## src/rtl/irq_pkg.sv

```systemverilog
package irq_pkg;
    typedef enum logic [1:0] {
        ST_MASKED    = 2'd0,
        ST_ENABLED   = 2'd1,
        ST_SERVICING = 2'd2
    } gie_state_t;
endpackage

```

## src/rtl/irq_latch_bank.sv

```systemverilog
module irq_latch_bank #(
    parameter int NUM_SRC = 6
) (
    input  logic               clk,
    input  logic               rst_n,
    input  logic [NUM_SRC-1:0] src_req,
    input  logic               lat_clr_we,
    input  logic [NUM_SRC-1:0] lat_clr_mask,
    input  logic [NUM_SRC-1:0] ack_clr,
    output logic [NUM_SRC-1:0] lat_q
);
    logic [NUM_SRC-1:0] sw_clr;

    always_comb begin
        sw_clr = lat_clr_we ? lat_clr_mask : '0;
    end

    for (genvar i = 0; i < NUM_SRC; i++) begin : g_lat
        always_ff @(posedge clk) begin
            if (!rst_n)
                lat_q[i] <= 1'b0;
            else if (src_req[i])
                lat_q[i] <= 1'b1;
            else if (sw_clr[i] || ack_clr[i])
                lat_q[i] <= 1'b0;
        end

        // a hardware request always lands in its latch
        assert_req_sets_latch_R2: assert property (@(posedge clk) disable iff (!rst_n)
            src_req[i] |=> lat_q[i]);

        // an accepted source leaves its latch empty unless re-requested
        assert_ack_clears_latch_R8: assert property (@(posedge clk) disable iff (!rst_n)
            (ack_clr[i] && !src_req[i]) |=> !lat_q[i]);

        // software clear empties the latch when no request races it
        assert_sw_clear_R3: assert property (@(posedge clk) disable iff (!rst_n)
            (lat_clr_we && lat_clr_mask[i] && !src_req[i]) |=> !lat_q[i]);
    end
endmodule

```

## src/rtl/irq_priority.sv

```systemverilog
module irq_priority #(
    parameter int              NUM_SRC  = 6,
    parameter int              VEC_W    = 12,
    parameter logic [VEC_W-1:0] VEC_BASE = 12'h002,
    parameter int              VEC_STEP = 2,
    parameter logic [NUM_SRC-1:0] ALWAYS_ON = 6'b000001
) (
    input  logic [NUM_SRC-1:0] lat_q,
    input  logic [NUM_SRC-1:0] mask_q,
    output logic [NUM_SRC-1:0] grant,
    output logic               any_eligible,
    output logic [VEC_W-1:0]   vector
);
    logic [NUM_SRC-1:0] eligible;
    logic [NUM_SRC:0]   taken;

    always_comb begin
        eligible = lat_q & (mask_q | ALWAYS_ON);
    end

    assign taken[0] = 1'b0;
    for (genvar i = 0; i < NUM_SRC; i++) begin : g_chain
        assign grant[i]   = eligible[i] & ~taken[i];
        assign taken[i+1] = taken[i] | eligible[i];
    end

    assign any_eligible = taken[NUM_SRC];

    always_comb begin
        vector = '0;
        for (int k = 0; k < NUM_SRC; k++) begin
            if (grant[k])
                vector = VEC_BASE + VEC_W'(VEC_STEP * k);
        end
    end

    // at most one source wins at a time
    always_comb begin
        assert_grant_onehot_R6: assert ($onehot0(grant));
    end
    // a winner must be latched and permitted
    always_comb begin
        assert_grant_permitted_R4: assert ((grant & ~(lat_q & (mask_q | ALWAYS_ON))) == '0);
    end
endmodule

```

## src/rtl/irq_gie_fsm.sv

```systemverilog
module irq_gie_fsm
    import irq_pkg::*;
(
    input  logic clk,
    input  logic rst_n,
    input  logic accept_fire,
    input  logic reti,
    input  logic gie_we,
    input  logic gie_wdata,
    output logic gie_on,
    output gie_state_t state_q
);
    gie_state_t state_d;

    always_comb begin
        state_d = state_q;
        unique case (state_q)
            ST_ENABLED: begin
                if (accept_fire)            state_d = ST_SERVICING;  // T_ACCEPT
                else if (reti)              state_d = ST_ENABLED;    // T_RETURN
                else if (gie_we && !gie_wdata) state_d = ST_MASKED;  // T_SW_OFF
            end
            ST_MASKED, ST_SERVICING: begin
                if (reti)                   state_d = ST_ENABLED;    // T_RETURN
                else if (gie_we)            state_d = gie_wdata ? ST_ENABLED : ST_MASKED;
            end
            default:                        state_d = ST_MASKED;
        endcase
    end

    always_ff @(posedge clk) begin
        if (!rst_n) state_q <= ST_MASKED;
        else        state_q <= state_d;
    end

    always_comb begin
        gie_on = (state_q == ST_ENABLED);
    end

    // acceptance drops the global enable
    assert_accept_drops_gie_R8: assert property (@(posedge clk) disable iff (!rst_n)
        accept_fire |=> state_q == ST_SERVICING);
    // return strobe restores the enable
    assert_reti_sets_gie_R10: assert property (@(posedge clk) disable iff (!rst_n)
        (reti && !accept_fire) |=> state_q == ST_ENABLED);
    // software off-write takes effect when nothing outranks it
    assert_sw_off_R10: assert property (@(posedge clk) disable iff (!rst_n)
        (gie_we && !gie_wdata && !reti && !accept_fire) |=> state_q == ST_MASKED);
endmodule

```

## src/rtl/irq_vector_ctrl.sv

```systemverilog
module irq_vector_ctrl
    import irq_pkg::*;
#(
    parameter int NUM_SRC  = 6,
    parameter int VEC_W    = 12,
    parameter int VEC_BASE = 2,
    parameter int VEC_STEP = 2
) (
    input  logic               clk,
    input  logic               rst_n,
    input  logic [NUM_SRC-1:0] src_req,
    input  logic               lat_clr_we,
    input  logic [NUM_SRC-1:0] lat_clr_mask,
    input  logic               mask_we,
    input  logic [NUM_SRC-1:0] mask_wdata,
    input  logic               gie_we,
    input  logic               gie_wdata,
    input  logic               reti,
    input  logic               accept,
    output logic               irq,
    output logic [VEC_W-1:0]   vector,
    output logic               save_ctx,
    output logic               status_set,
    output logic [NUM_SRC-1:0] pending
);
    localparam logic [NUM_SRC-1:0] ALWAYS_ON = NUM_SRC'(1);
    localparam logic [VEC_W-1:0]   BASE_V    = VEC_W'(VEC_BASE);

    logic [NUM_SRC-1:0] mask_q;
    logic [NUM_SRC-1:0] lat_q;
    logic [NUM_SRC-1:0] grant;
    logic [NUM_SRC-1:0] ack_clr;
    logic               any_eligible;
    logic               gie_on;
    logic               accept_fire;
    gie_state_t         state_q;

    always_ff @(posedge clk) begin
        if (!rst_n)       mask_q <= '0;
        else if (mask_we) mask_q <= mask_wdata;
    end

    always_comb begin
        irq         = gie_on & any_eligible;
        accept_fire = irq & accept;
        ack_clr     = accept_fire ? grant : '0;
        save_ctx    = accept_fire;
        status_set  = accept_fire;
        pending     = lat_q;
    end

    irq_latch_bank #(.NUM_SRC(NUM_SRC)) u_latch (
        .clk          (clk),
        .rst_n        (rst_n),
        .src_req      (src_req),
        .lat_clr_we   (lat_clr_we),
        .lat_clr_mask (lat_clr_mask),
        .ack_clr      (ack_clr),
        .lat_q        (lat_q)
    );

    irq_priority #(
        .NUM_SRC   (NUM_SRC),
        .VEC_W     (VEC_W),
        .VEC_BASE  (BASE_V),
        .VEC_STEP  (VEC_STEP),
        .ALWAYS_ON (ALWAYS_ON)
    ) u_prio (
        .lat_q        (lat_q),
        .mask_q       (mask_q),
        .grant        (grant),
        .any_eligible (any_eligible),
        .vector       (vector)
    );

    irq_gie_fsm u_fsm (
        .clk         (clk),
        .rst_n       (rst_n),
        .accept_fire (accept_fire),
        .reti        (reti),
        .gie_we      (gie_we),
        .gie_wdata   (gie_wdata),
        .gie_on      (gie_on),
        .state_q     (state_q)
    );

    // no strobe without a raised request
    assert_no_strobe_idle_R9: assert property (@(posedge clk) disable iff (!rst_n)
        !irq |-> !save_ctx && !status_set);
    // a raised request always carries a nonzero entry address
    assert_vector_valid_R7: assert property (@(posedge clk) disable iff (!rst_n)
        irq |-> vector != '0);
    // request only while the enable state is on
    assert_irq_needs_enable_R5: assert property (@(posedge clk) disable iff (!rst_n)
        irq |-> state_q == ST_ENABLED);
    // an ignored accept leaves latches untouched
    assert_ignored_accept_R9: assert property (@(posedge clk) disable iff (!rst_n)
        (accept && !irq && !lat_clr_we) |=> (lat_q & $past(lat_q)) == $past(lat_q));
endmodule

```

## config.mk

```make
export PLATFORM = sky130hd
export DESIGN_NAME = irq_vector_ctrl
export DESIGN_NICKNAME = d
export VERILOG_FILES = /design/src/rtl/irq_pkg.sv /design/src/rtl/irq_latch_bank.sv /design/src/rtl/irq_priority.sv /design/src/rtl/irq_gie_fsm.sv /design/src/rtl/irq_vector_ctrl.sv
export SDC_FILE = /design/constraint.sdc
export NUM_CORES = 1
export LEC_CHECK = 0
export CORE_MARGIN = 2
export CORE_UTILIZATION = 40
export DETAILED_ROUTE_END_ITERATION = 7
export DONT_BUFFER_PORTS = 1
export HOLD_SLACK_MARGIN = 0.1
export SYNTH_ARGS = -nofsm -noshare
export SYNTH_HDL_FRONTEND = slang
export SYNTH_SLANG_ARGS = --single-unit
```

## constraint.sdc

```tcl
create_clock -name clk -period 3.6 [get_ports clk]
set_input_delay 1.08 -clock clk [delete_from_list [all_inputs] [get_ports clk]]
set_output_delay 1.08 -clock clk [all_outputs]
set_load 0.01 [all_outputs]
```

==> out/qor.csv, run 1 <==
metric,value,unit
Hold Path Class,reg2reg,
Clock Pin Slew Worst Setup and Hold Paths,0.08,ns
cell taking the most area after synthesis,dfxtp_1,
die area,2180,um^2
r2r worst-path depth,3,
Max-Cap Viols,0,
RSZ-0062 raised after global routing,false,
PortBufs,0,
area grow syn2layout,0.859,%
All-Layer GR Usage,0.142,
Clock Skews,0.00398,ns
Max clock buf depth,2,
Max Fclk,0.356,GHz
worst skew pair latency,0.27,ns
Power per Cell Area,402,nW/um^2
post-route ant nets,0,
Remaining DRCs,0,
Layout Cells excl Fill,108,
final setup violation count,0,
Yosys cell types,28,
Comb pwr share,0.131,
Worst Max-Slew Pin Slew,0.519,ns
Post-synth ARST share,0,
HPWL after DPL,1190,um
hold slack,0.503,ns
DP Worst Slack,0.774,ns
Initial DRT Pass Iterations,4,
required time of the critical path,2.52,ns
# IOs,47,
WP depth,2,
cts hold-fix bufs,0,
Die H,46.7,um
placed insts,104,
#FFs+latches synth,13,
Final Hold Viols,0,
Post-DP Area,707,um^2
Flop pwr share,0.569,
critical path type,in2out,
nets,110,
crit start category,input pin,
crit path cell chain,"nand3b_1, a21oi_1",
Sum Neg Setup Slack,0,ns
initial antenna violation count,0,
max incr delay on CP,0.48,ns
"Arr. time, crit path",1.73,ns
cell row count,15,
Yosys top cell area share,0.357,
CTS tree,yes,
status,finished clean,
sequential fraction of the synthesis area,0.357,
Post-Synthesis Cells,83,
"Cell Area, Synth",728,um^2
Ys Warns,0,
Root Buffer,clkbuf_4,
initial core utilization,0.422,
Slew HR,0.654,
via count,578,
clock network fraction of total power,0.300,
final worst slack,0.794,ns
max-slew violations,0,
post-CTS setup buffers,0,
fill cell instance count of the final layout,188,
GRT overflow,0,
first-pass GRT wire length,2170,um
Crit path buffers/inverters,0,
final core utilization,0.425,
"delay-heaviest family, CP",compound AO/OA/AOI/OAI gates,
dominant cells by area after synthesis,"dfxtp_1 (36%), buf_4 (10%), mux2i_1 (6.9%)",
Sw Ratio,0.279,
crit-path max FO,5,
total routed wirelength,1510,um
crit end category,primary output,
Starting DRT DRC Count,21,
Avg Inst Size Synth,8.77,um^2
hold path cells,1,
core area,1730,um^2
register area,260,um^2
htree depth,1,
Total Power,0.295,mW
Final GP Congestion,0.741,
DR WL/cell,14.0,um
leakage power,0.293,nW
design area,734,um^2
clock sinks,13,
routed vias/inst,5.35,
layout cells sized above 1,0.0602,
area occupied by multi-input gates,408,um^2
VDD IR-drop max,0.208,mV
"EDFF count, synth",0,
CTS buffer count,3,
Die W,46.7,um
crit share post-route,0.779,
slowest CP cell,a21oi_1,
FF-to-FF setup slack,2.12,ns
post-cts resize count,0,
diodes inserted,0,
prevailing post-synth register cell,dfxtp_1,
largest net degree at the start of global routing,14,
post-route minimum period,2.81,ns
vias in the first global route,532,
switching pwr,0.0822,mW
Cell Int Power,0.213,mW
cells in the mapped netlist, types with 2 or more instances:
library cell and count:
o21a_1 2, nor3b_1 2, a31oi_1 5, a21oi_1 3, buf_4 10, a21boi_0 5, mux2i_1 5, o21ai_0 4
nor2b_1 6, nand2_1 7, dfxtp_1 13, inv_1 2, clkbuf_1 2, nor2_1 3
power groups by stage:
stage	Clock, mW	Combinational, mW	Sequential, mW
3_3_place_gp	0	0.0377	0.171
5_1_grt	0.0969	0.0438	0.170
6_report	0.0885	0.0385	0.168
2_1_floorplan	0	0.0448	0.168
3_5_place_dp	0	0.0387	0.172
4_1_cts	0.0914	0.0389	0.168
placed cells by master, fill, tap and decap left out, types with 2 or more instances in the layout:
| cell | synthesis | final |
|---|---|---|
| nand2_1 | 7 | 7 |
| nor2b_1 | 6 | 6 |
| a21boi_0 | 5 | 5 |
| nor3b_1 | 2 | 2 |
| a31oi_1 | 5 | 5 |
| mux2i_1 | 5 | 5 |
| conb_1 | 1 | 9 |
| o21ai_0 | 4 | 4 |
| inv_1 | 2 | 2 |
| nor2_1 | 3 | 3 |
| a21oi_1 | 3 | 3 |
| o21a_1 | 2 | 2 |
| clkbuf_4 | 0 | 3 |
| dfxtp_1 | 13 | 13 |
flip-flops by register name, indices dropped and copies added (netlist names):
name,cells
u_fsm.state_q,2
mask_q,5
u_latch.lat_q,6
final cells by class:
type | instances | area share
clock inverters | 1 | 0.00681
inverters | 2 | 0.0102
clock buffers | 3 | 0.0307
well taps | 25 | 0.0426
flip-flops and latches | 13 | 0.354
multi-input cells | 64 | 0.555
per-layer routing:
metal / GRT usage / part of all wire / vias to the layer above
met5: 0 / 0 / -
met4: 0.0667 / 0.0080 / 0
met3: 0.0471 / 0.11 / 2
met2: 0.217 / 0.46 / 29
met1: 0.178 / 0.42 / 259
li1: - / - / 288
path summary, 6_finish.rpt:
path | start | endpoint
worst max-delay path | accept | status_set
worst min register to register | mask_q[3] | u_latch.lat_q[3]
worst max register to register | u_latch.lat_q[3] | u_fsm.state_q[1]
worst min-delay path | mask_q[3] | u_latch.lat_q[3]
cell families after synthesis:
kind of cell	synth area share
AO/OA/AOI/OAI	0.263
other	0.00515
buffers and inverters	0.124
multiplexers	0.0842
flip-flops	0.357
AND/OR/NAND/NOR	0.167
(Power assumes the default switching activity.)
==> run 2, diff against run 1 <==
--- a/config.mk
+++ b/config.mk
@@ -5,6 +5,7 @@
 export SDC_FILE = /design/constraint.sdc
 export NUM_CORES = 1
 export LEC_CHECK = 0
+export ABC_AREA = 1
 export CORE_MARGIN = 2
 export CORE_UTILIZATION = 40
 export DETAILED_ROUTE_END_ITERATION = 7
==> constraint.sdc (replaced) <==
create_clock -name clk -period 2.4 [get_ports clk]
set_input_delay 0.72 -clock clk [delete_from_list [all_inputs] [get_ports clk]]
set_output_delay 0.72 -clock clk [all_outputs]
set_load 0.01 [all_outputs]
==> out/qor.csv, run 2 <==
metric,value,unit,change
Sum Neg Setup Slack,0,ns,unchanged
cell taking the most area after synthesis,dfxtp_1,,unchanged
top flop regs,"u_latch.lat_q: 6 flops, mask_q: 5 flops, u_fsm.state_q: 2 flops",,unchanged
"Cell Area, Synth",759,um^2,was 728 um^2
final setup violation count,0,,unchanged
hold path cells,2,,was 1
DR WL/cell,11.1,um,was 14.0 um
HPWL after DPL,1270,um,was 1190 um
CTS tree,yes,,unchanged
initial antenna violation count,0,,unchanged
crit-path max FO,3,,was 5
core area,1760,um^2,was 1730 um^2
Max-Cap Viols,0,,unchanged
GR met2 Demand/Resource,0.230,,was 0.217
total routed wirelength,1560,um,was 1510 um
RSZ-0062 raised after global routing,false,,unchanged
sequential fraction of the synthesis area,0.343,,was 0.357
Yosys top cell area share,0.343,,was 0.357
FF-to-FF setup slack,0.95,ns,was 2.12 ns
Post-synth top cells,"nand2_1 (21), nor2_1 (19), inv_1 (14)",,"was dfxtp_1 (13), buf_4 (10), nand2_1 (7)"
cell row count,15,,unchanged
vias in the first global route,577,,was 532
PortBufs,0,,unchanged
Final Hold Viols,0,,unchanged
routed vias/inst,4.72,,was 5.35
first-pass GRT wire length,2410,um,was 2170 um
"Arr. time, crit path",1.46,ns,was 1.73 ns
nets,143,,was 110
Post-synth ARST share,0,,unchanged
r2r worst-path depth,9,,was 3
Crit path buffers/inverters,0,,unchanged
post-cts resize count,0,,unchanged
Post-Synthesis Cells,114,,was 83
leakage power,0.387,nW,was 0.293 nW
Final GP Congestion,0.760,,was 0.741
largest family of logic cells by synthesized area,simple AND/OR/NAND/NOR gates,,was compound AO/OA/AOI/OAI gates
Yosys cell types,17,,was 28
post-route minimum period,2.18,ns,
post-route ant nets,0,,unchanged
crit end category,primary output,,unchanged
final core utilization,0.438,,was 0.425
prevailing post-synth register cell,dfxtp_1,,unchanged
"most common cell after layout, fill and taps aside",nand2_1,,was dfxtp_1
required time of the critical path,1.68,ns,was 2.52 ns
Starting DRT DRC Count,13,,was 21
largest net degree at the start of global routing,9,,was 14
via count,666,,was 578
clock sinks,13,,unchanged
die area,2260,um^2,was 2180 um^2
Synth Area in Simple Gates,0.367,,was 0.167
Max clock buf depth,2,,unchanged
critical path type,reg2out,,was in2out
"count leader, synth",nand2_1,,was dfxtp_1
#FFs+latches synth,13,,unchanged
htree depth,1,,unchanged
area grow syn2layout,1.65,%,was 0.859%
initial core utilization,0.430,,was 0.422
Reg2Reg Launch Point,u_latch.lat_q[2],,was u_latch.lat_q[3]
Root Buffer,clkbuf_4,,unchanged
crit start category,register,,was input pin
"EDFF count, synth",0,,unchanged
RR Endpoint,u_latch.lat_q[4],,was u_fsm.state_q[1]
All-Layer GR Usage,0.162,,was 0.142
VDD IR-drop max,0.241,mV,was 0.208 mV
worst skew pair latency,0.28,ns,was 0.27 ns
"commonest non-fill, non-tap cells in the layout","nand2_1 (21), nor2_1 (19), inv_1 (14)",,"was dfxtp_1 (13), conb_1 (9), nand2_1 (7)"
max incr delay on CP,0.43,ns,was 0.48 ns
cts hold-fix bufs,0,,unchanged
Power per Cell Area,600,nW/um^2,was 402 nW/um^2
crit share post-route,0.909,,
Initial DRT Pass Iterations,4,,unchanged
"delay-heaviest family, CP",simple AND/OR/NAND/NOR gates,,was compound AO/OA/AOI/OAI gates
diodes inserted,0,,unchanged
xor/xnor cell area share of the yosys netlist,0,,unchanged
Remaining DRCs,0,,unchanged
Worst Hold Endpoint,u_fsm.state_q[1],,was u_latch.lat_q[3]
slowest CP cell,dfxtp_1,,was a21oi_1
Synth Area in Compound Gates,0.107,,was 0.263
M3 GR Usage,0.102,,was 0.0471
Die W,47.6,um,was 46.7 um
# IOs,47,,unchanged
post-CTS setup buffers,0,,unchanged
Clock Pin Slew Worst Setup and Hold Paths,0.08,ns,about the same
Biggest register,u_latch.lat_q,,unchanged
layout cells sized above 1,0.0948,,was 0.0602
GRT overflow,0,,unchanged
Worst Hold Launch,u_fsm.state_q[1],,was mask_q[3]
dominant cells by area after synthesis,"dfxtp_1 (34%), nand2_1 (10%), buf_4 (9.9%)",,"was dfxtp_1 (36%), buf_4 (10%), mux2i_1 (6.9%)"
Avg Inst Size Synth,6.66,um^2,was 8.77 um^2
max-slew violations,0,,unchanged
Ys Warns,0,,unchanged
CTS buffer count,3,,unchanged
max reg flops,6,,unchanged
met1 usage,0.197,,was 0.178
Clock Skews,0.00369,ns,was 0.00398 ns
Hold Path Class,reg2reg,,unchanged
Post-Synth Adder-Cell Area,0,,unchanged
status,finished clean,,unchanged
Die H,47.6,um,was 46.7 um
mux contribution to synthesized area,0,,was 0.0842
crit path cell chain,"nand2_1, nand2_2, nor2_4, nand3_1, nor2_1, or3_1",,"was nand3b_1, a21oi_1"
gr busiest metal,met2,,unchanged
Max Fclk,0.458,GHz,
-- run 2: cell types whose count changed in the layout (fill, tap and decap cells not counted), moves of 4 or more --
| cell | delta |
|---|---|
| nor2_1 | +16 |
| nand2_1 | +14 |
| inv_1 | +12 |
| nand3_1 | +8 |
| a21oi_1 | +6 |
| nor2b_1 | -6 |
| a21boi_0 | -5 |
| mux2i_1 | -5 |
| a31oi_1 | -4 |
-- run 2: cell families after synthesis --
group                  count (synthesis)
AOI/OAI and AO/OA                     16
buffers and inverters                 26
DFF                                   13
other                                  1
and+or+nand+nor                       58
-- run 2: per-layer routing --
metal  share of wire  wire length, um  vias up
met5               0                0        -
met4           0.012               19        0
met3            0.12              191        2
met2            0.42              656       33
met1            0.45              697      284
li1                -                -      347
-- run 2: worst min-delay path: cells and delay by family (launching register included) --
family | cells | cell delay, ns
flip-flops | 1 | 0.31
AND/OR/NAND/NOR | 1 | 0.06
AO/OA/AOI/OAI | 1 | 0.05
-- run 2: worst max path at each step --
stage | start | slack, ns | end | cells past startpoint
2_1_floorplan | accept | 0.59 | status_set | 3
3_3_place_gp | u_latch.lat_q[0] | 0.54 | vector[2] | 6
3_5_place_dp | u_latch.lat_q[2] | 0.51 | vector[2] | 6
4_1_cts | u_latch.lat_q[2] | 0.20 | vector[2] | 6
5_1_grt | u_latch.lat_q[1] | 0.11 | vector[2] | 6
6_report | u_latch.lat_q[2] | 0.22 | vector[2] | 6
-- run 2: final cells by class --
class	instances	area, um^2
tap	25	31.3
clock buffer	4	26.3
sequential	13	260
inverter	16	60.1
multi-input combinational	83	394
fill	192	992
-- run 2: report_power, final --
part	leakage [nW]	internal, mW	switching, mW
clock network	0.0150	0.0645	0.0698
registers	0.108	0.231	0.0145
logic	0.263	0.0278	0.0550
total	0.387	0.324	0.139
-- run 2: stage by stage --
step           power [mW]  hold slack (ns)  worst slack [ns]  std cells  cell area, um^2
2_1_floorplan       0.332            0.439             0.593        122              790
3_3_place_gp        0.332            0.451             0.538        137              746
6_report            0.463            0.469             0.218        141              772
3_5_place_dp        0.334            0.455             0.512        137              746
5_1_grt             0.495            0.492             0.109        141              772
4_1_cts             0.469            0.466             0.195        141              772
